## src/rtl/io_bank_pkg.sv

```systemverilog
package io_bank_pkg;

  // Static per-cell selections, held constant outside reset.
  typedef struct packed {
    logic out_reg;   // outgoing data taken from the data flop
    logic oe_reg;    // drive enable taken from the enable flop
    logic oe_bank;   // enable source is the bank-wide line
  } cell_cfg_t;

  localparam int CFG_W = $bits(cell_cfg_t);

endpackage

```

## src/rtl/io_cell_reg.sv

```systemverilog
module io_cell_reg #(
  parameter int W = 1
) (
  input  logic         clk,
  input  logic         rst_n,
  input  logic         ce,
  input  logic [W-1:0] d,
  output logic [W-1:0] q
);

  always_ff @(posedge clk or negedge rst_n) begin
    if (!rst_n) q <= '0;
    else if (ce) q <= d;
  end

  AST_REG_HOLD: assert property (@(posedge clk) disable iff (!rst_n)
    !ce |=> $stable(q));

  AST_REG_LOAD: assert property (@(posedge clk) disable iff (!rst_n)
    ce |=> (q == $past(d)));

endmodule

```

## src/rtl/io_cell.sv

```systemverilog
module io_cell
  import io_bank_pkg::*;
(
  input  logic      clk,
  input  logic      rst_n,
  input  cell_cfg_t cfg,
  input  logic      bank_oe,
  input  logic      bank_ce,
  input  logic      fab_dout,
  input  logic      fab_oe,
  input  logic      fab_ce,
  input  logic      pad_in,
  output logic      din_raw,
  output logic      din_reg,
  output logic      pad_out,
  output logic      pad_oe
);

  logic ld;
  logic oe_src;
  logic out_q;
  logic oe_q;
  logic out_sel;
  logic oe_sel;

  // Both the bank line and the cell line gate the flop clock.
  assign ld = bank_ce & fab_ce;

  // Pick the enable source before the flop, so the registered path sees the same choice.
  assign oe_src = cfg.oe_bank ? bank_oe : fab_oe;

  io_cell_reg #(.W(1)) u_in_reg (
    .clk(clk), .rst_n(rst_n), .ce(ld), .d(pad_in), .q(din_reg)
  );

  io_cell_reg #(.W(1)) u_out_reg (
    .clk(clk), .rst_n(rst_n), .ce(ld), .d(fab_dout), .q(out_q)
  );

  io_cell_reg #(.W(1)) u_oe_reg (
    .clk(clk), .rst_n(rst_n), .ce(ld), .d(oe_src), .q(oe_q)
  );

  assign din_raw = pad_in;

  // The two static path multiplexers.
  always_comb begin
    out_sel = cfg.out_reg ? out_q : fab_dout;
    oe_sel  = cfg.oe_reg  ? oe_q  : oe_src;
  end

  // An undriven pad presents a quiet 0 rather than stale data.
  assign pad_oe  = oe_sel;
  assign pad_out = oe_sel & out_sel;

  AST_CFG_STATIC: assert property (@(posedge clk) disable iff (!rst_n)
    1'b1 |=> $stable(cfg));

  AST_IN_LIVE: assert property (@(posedge clk) disable iff (!rst_n)
    din_raw == pad_in);

  AST_IN_CAPTURE: assert property (@(posedge clk) disable iff (!rst_n)
    ld |=> (din_reg == $past(pad_in)));

  AST_OUT_COMB: assert property (@(posedge clk) disable iff (!rst_n)
    (!cfg.out_reg && pad_oe) |-> (pad_out == fab_dout));

  AST_OUT_REG: assert property (@(posedge clk) disable iff (!rst_n)
    (cfg.out_reg && ld) |=> (!pad_oe || (pad_out == $past(fab_dout))));

  AST_OE_COMB_BANK: assert property (@(posedge clk) disable iff (!rst_n)
    (!cfg.oe_reg && cfg.oe_bank) |-> (pad_oe == bank_oe));

  AST_OE_COMB_FAB: assert property (@(posedge clk) disable iff (!rst_n)
    (!cfg.oe_reg && !cfg.oe_bank) |-> (pad_oe == fab_oe));

  AST_OE_REG: assert property (@(posedge clk) disable iff (!rst_n)
    (cfg.oe_reg && !ld) |=> $stable(pad_oe));

  AST_NO_STRAY_DRIVE: assert property (@(posedge clk) disable iff (!rst_n)
    !pad_oe |-> !pad_out);

endmodule

```

## src/rtl/io_bank.sv

```systemverilog
module io_bank
  import io_bank_pkg::*;
#(
  parameter int CELLS = 8
) (
  input  logic                 clk,
  input  logic                 rst_n,
  input  logic [CELLS-1:0]     cfg_out_reg,
  input  logic [CELLS-1:0]     cfg_oe_reg,
  input  logic [CELLS-1:0]     cfg_oe_bank,
  input  logic                 bank_oe,
  input  logic                 bank_ce,
  input  logic [CELLS-1:0]     fab_dout,
  input  logic [CELLS-1:0]     fab_oe,
  input  logic [CELLS-1:0]     fab_ce,
  input  logic [CELLS-1:0]     pad_in,
  output logic [CELLS-1:0]     din_raw,
  output logic [CELLS-1:0]     din_reg,
  output logic [CELLS-1:0]     pad_out,
  output logic [CELLS-1:0]     pad_oe
);

  for (genvar c = 0; c < CELLS; c++) begin : g_cell
    cell_cfg_t cfg_c;

    assign cfg_c = '{out_reg: cfg_out_reg[c], oe_reg: cfg_oe_reg[c], oe_bank: cfg_oe_bank[c]};

    io_cell u_cell (
      .clk     (clk),
      .rst_n   (rst_n),
      .cfg     (cfg_c),
      .bank_oe (bank_oe),
      .bank_ce (bank_ce),
      .fab_dout(fab_dout[c]),
      .fab_oe  (fab_oe[c]),
      .fab_ce  (fab_ce[c]),
      .pad_in  (pad_in[c]),
      .din_raw (din_raw[c]),
      .din_reg (din_reg[c]),
      .pad_out (pad_out[c]),
      .pad_oe  (pad_oe[c])
    );
  end

  // A stalled bank freezes every captured value it holds.
  AST_BANK_FREEZE: assert property (@(posedge clk) disable iff (!rst_n)
    !bank_ce |=> $stable(din_reg));

endmodule

```

## src/rtl/io_cell_array.sv

```systemverilog
module io_cell_array
  import io_bank_pkg::*;
#(
  parameter int NUM_BANKS      = 2,
  parameter int CELLS_PER_BANK = 8
) (
  input  logic                                  clk,
  input  logic                                  rst_n,
  input  logic [NUM_BANKS*CELLS_PER_BANK-1:0]   cfg_out_reg,
  input  logic [NUM_BANKS*CELLS_PER_BANK-1:0]   cfg_oe_reg,
  input  logic [NUM_BANKS*CELLS_PER_BANK-1:0]   cfg_oe_bank,
  input  logic [NUM_BANKS-1:0]                  bank_oe,
  input  logic [NUM_BANKS-1:0]                  bank_ce,
  input  logic [NUM_BANKS*CELLS_PER_BANK-1:0]   fab_dout,
  input  logic [NUM_BANKS*CELLS_PER_BANK-1:0]   fab_oe,
  input  logic [NUM_BANKS*CELLS_PER_BANK-1:0]   fab_ce,
  input  logic [NUM_BANKS*CELLS_PER_BANK-1:0]   pad_in,
  output logic [NUM_BANKS*CELLS_PER_BANK-1:0]   fab_din_raw,
  output logic [NUM_BANKS*CELLS_PER_BANK-1:0]   fab_din_reg,
  output logic [NUM_BANKS*CELLS_PER_BANK-1:0]   pad_out,
  output logic [NUM_BANKS*CELLS_PER_BANK-1:0]   pad_oe
);

  localparam int CPB = CELLS_PER_BANK;

  for (genvar b = 0; b < NUM_BANKS; b++) begin : g_bank
    io_bank #(.CELLS(CPB)) u_bank (
      .clk        (clk),
      .rst_n      (rst_n),
      .cfg_out_reg(cfg_out_reg[b*CPB +: CPB]),
      .cfg_oe_reg (cfg_oe_reg[b*CPB +: CPB]),
      .cfg_oe_bank(cfg_oe_bank[b*CPB +: CPB]),
      .bank_oe    (bank_oe[b]),
      .bank_ce    (bank_ce[b]),
      .fab_dout   (fab_dout[b*CPB +: CPB]),
      .fab_oe     (fab_oe[b*CPB +: CPB]),
      .fab_ce     (fab_ce[b*CPB +: CPB]),
      .pad_in     (pad_in[b*CPB +: CPB]),
      .din_raw    (fab_din_raw[b*CPB +: CPB]),
      .din_reg    (fab_din_reg[b*CPB +: CPB]),
      .pad_out    (pad_out[b*CPB +: CPB]),
      .pad_oe     (pad_oe[b*CPB +: CPB])
    );
  end

endmodule

```

## config.mk

```make
export PLATFORM = sky130hd
export DESIGN_NAME = io_cell_array
export DESIGN_NICKNAME = d
export VERILOG_FILES = /design/src/rtl/io_bank_pkg.sv /design/src/rtl/io_cell_reg.sv /design/src/rtl/io_cell.sv /design/src/rtl/io_bank.sv /design/src/rtl/io_cell_array.sv
export SDC_FILE = /design/constraint.sdc
export NUM_CORES = 1
export LEC_CHECK = 0
export BUFFER_PORTS_ARGS = -buffer_cell sky130_fd_sc_hd__buf_2
export CAP_MARGIN = 20
export CORE_ASPECT_RATIO = 1.2
export CORE_MARGIN = 8
export CORE_UTILIZATION = 41
export DETAILED_ROUTE_END_ITERATION = 16
export PLACE_DENSITY = 0.77
export SYNTH_ARGS = -nofsm -noshare
export SYNTH_HDL_FRONTEND = slang
export SYNTH_HIERARCHICAL = 1
export SYNTH_SLANG_ARGS = --single-unit
export TNS_END_PERCENT = 50
```

## constraint.sdc

```tcl
create_clock -name clk -period 1.1 [get_ports clk]
set_input_delay 0.33 -clock clk [delete_from_list [all_inputs] [get_ports clk]]
set_output_delay 0.33 -clock clk [all_outputs]
set_load 0.01 [all_outputs]
```

==> out/metrics.yaml <==
floorplanning:
  initial_core_util: 0.4146
  rows: 34
  core_sq_um: 7147
  ios: 182
  die_h_microns: 109.1
  die_w_microns: 93.60
  die-area_sq_um: 10210
layout:
  final_cell_area_sq_um: 4255
  nFillCells: 616
  diodes: 0
  layout-drive-gt1-share: 0.6872
  layout.nets: 555
  area_growth_pct: 43.62
clock_network:
  h-tree-depth: 2
  ctsLongestPathBuffers: 2
  clk_latency_ns: 0.28
  numCtsBuffers: 5
  path_clk_slew_ns: 0.09
  clockRootBuffer: "clkbuf_8"
  clock-sinks: 48
  cts_tree: "yes"
sta:
  fin_skew_ns: 0
  fin_ws_ns: -0.3417
  min_period_ns: 1.442
  slew_headroom: 0.7671
  fin_crit_sh: 1.311
  slew_viol_final: 0
  timing.hold.ws_ns: 0.005034
  hold_viol_final: 0
  tightest_slew_ns: 0.3396
  max_freq_ghz: 0.6936
  rsz0062_at_grt: "true"
  setup_viol: 48
placed_design:
  placed_cell_area_sq_um: 3956
  gp_congestion: 0.8024
  port_buffers: 181
  dpl_worst_slack_ns: -0.3604
  dpl.hpwl_microns: 6671
logic_synthesis:
  synth-simple-area-share: 0.06757
  synth_top_family_by_area: "multiplexers"
  synth.area.top_cells: "dfrtp_1, mux2_4, mux2i_1"
  synth-adder-area-share: 0
  synth-main-ff-cell: "dfrtp_1"
  synth-xor-area-share: 0
  synth-compound-area-share: 0.09459
  yosysSeqAreaShare: 0.4054
  synth_edf_count: 0
  muxShareOfSynthArea: 0.3514
  synthTopCellsByCount: "dfrtp_1, mux2_4, inv_1, mux2i_1"
  avgSynthCellArea_sq_um: 12.35
  synth-seq-cells: 48
  syn_nets: 358
  synth_top_cell_by_area: "dfrtp_1"
  synthDistinctLibCells: 9
  yosys_warnings: 6
  async_flop_share: 1.000
  syn_inst: 240
  synth.top_cell.area_share: 0.4054
  syn_area_sq_um: 2963
grt:
  grtUsageMet1: 0.1640
  grt_pass1_vias: 2820
  use_met3: 0.05579
  grt_max_degree: 49
  met2_usage: 0.2876
  grt_pass1_wl_microns: 12890
  antenna_found_initial: 0
  grt_usage: 0.1555
  grt_busiest_layer: "met2"
  grt_overflow_total: 0
power:
  p_per_area_nw_per_um2: 1201
  ir_drop_uv: 614.7
  finalPower_mw: 5.112
  power.leakage_nw: 2.328
worst_setup_path:
  path_class: "flop to output port"
  critPathRequiredTime_ns: 0.77
  critical_path_arrival_ns: 1.11
  cp-end-kind: "output port"
  cp-start-kind: "flop"
  crit_path_max_fanout: 2
min_path:
  hold_class: "input pin to asynchronous set/reset pin"
route:
  firstDrtPassIters: 4
  via_per_inst: 4.695
  ant_nets: 0
  routed_wl_microns: 8331
  drc: 0
  routedWlPerCell_microns: 15.78
  drt_iter0_markers: 33
  vias: 2479
run_status:
  violations: "negative setup slack"
  status: "complete, but fails checks"
run:
  maxCapViolCount: 0
## placed cells by master, fill, tap and decap left out
cell,instances
a21oi_2,3
mux2i_2,6
clkbuf_1,2
inv_1,32
and2_1,16
nor2b_2,16
mux2_4,48
buf_4,26
buf_12,1
buf_6,4
buf_2,175
dfrtp_1,48
a21oi_1,13
clkbuf_8,6
mux2i_1,26
a211oi_2,16
## worst max-delay path: stages (launching register included)
cell	delay [ns]
dfrtp_1	0.39
mux2i_1	0.23
a211oi_2	0.06
buf_2	0.15
## per-layer routing
layer | wire length (microns) | vias up
met1 | 3161 | 1158
met3 | 800 | 2
li1 | - | 1207
met2 | 4338 | 112
met5 | 0 | -
met4 | 31 | 0
## metrics by stage
| stage | TNS, ns | cells | util |
|---|---|---|---|
| CTS | -10.46 | 520 | 0.5804 |
| finish | -9.679 | 528 | 0.5954 |
| floorplan | 0 | 240 | - |
| detailed placement | -16.28 | 506 | 0.5536 |
| global placement | -14.60 | 506 | 0.5536 |
| global route | -12.51 | 528 | 0.5954 |
## final timing paths
kind	slack, ns	to	startpoint	cells after the start
hold reg to reg	0.51	g_bank[1].u_bank/g_cell[1].u_cell/u_in_reg/q$_DFFE_PN0P_	g_bank[1].u_bank/g_cell[1].u_cell/u_in_reg/q$_DFFE_PN0P_	1
setup / recovery	-0.34	pad_out[5]	g_bank[0].u_bank/g_cell[5].u_cell/u_out_reg/q$_DFFE_PN0P_	3
max in group asynchronous	0.87	g_bank[0].u_bank/g_cell[7].u_cell/u_oe_reg/q$_DFFE_PN0P_	rst_n	2
min in group clk	0.28	g_bank[1].u_bank/g_cell[2].u_cell/u_in_reg/q$_DFFE_PN0P_	pad_in[10]	2
hold / removal	0.005	g_bank[1].u_bank/g_cell[2].u_cell/u_out_reg/q$_DFFE_PN0P_	rst_n	2
setup reg to reg	0.08	g_bank[0].u_bank/g_cell[3].u_cell/u_oe_reg/q$_DFFE_PN0P_	g_bank[0].u_bank/g_cell[3].u_cell/u_oe_reg/q$_DFFE_PN0P_	3
## sequential cells by signal, indices dropped and copies added, names as in the netlist
name                                     count
g_bank.u_bank/g_cell.u_cell/u_out_reg/q     16
g_bank.u_bank/g_cell.u_cell/u_oe_reg/q      16
g_bank.u_bank/g_cell.u_cell/u_in_reg/q      16
## cells by family (layout without fill, tap and decap cells)
family	Yosys count	count (layout)
muxes	80	80
DFF	48	48
buffers and inverters	48	246
AOI/OAI and AO/OA	32	32
and+or+nand+nor	32	32
## area by class of cell
class                      instances  area [sq um]  share of cell area
timing repair buffer             206          1136              0.2670
sequential                        48          1201              0.2823
multi-input combinational        144          1595              0.3749
tap                               90         112.6             0.02646
clock buffer                       8         90.09             0.02117
inverter                          32         120.1             0.02823
## what timing repair did
action / 4_1_cts / 5_1_grt
gates resized for setup: 21 / 10
hold buffers: 0 / 0
endpoints found under the setup margin: 48 / 48
setup buffers: 6 / 8
pin swaps: 0 / 0
## report_power, final
group	internal (mW)	switching (mW)	total [mW]
registers	2.04	0.183	2.22
clock network	0.513	0.531	1.04
logic	1.08	0.762	1.85
(Power assumes the default switching activity.)
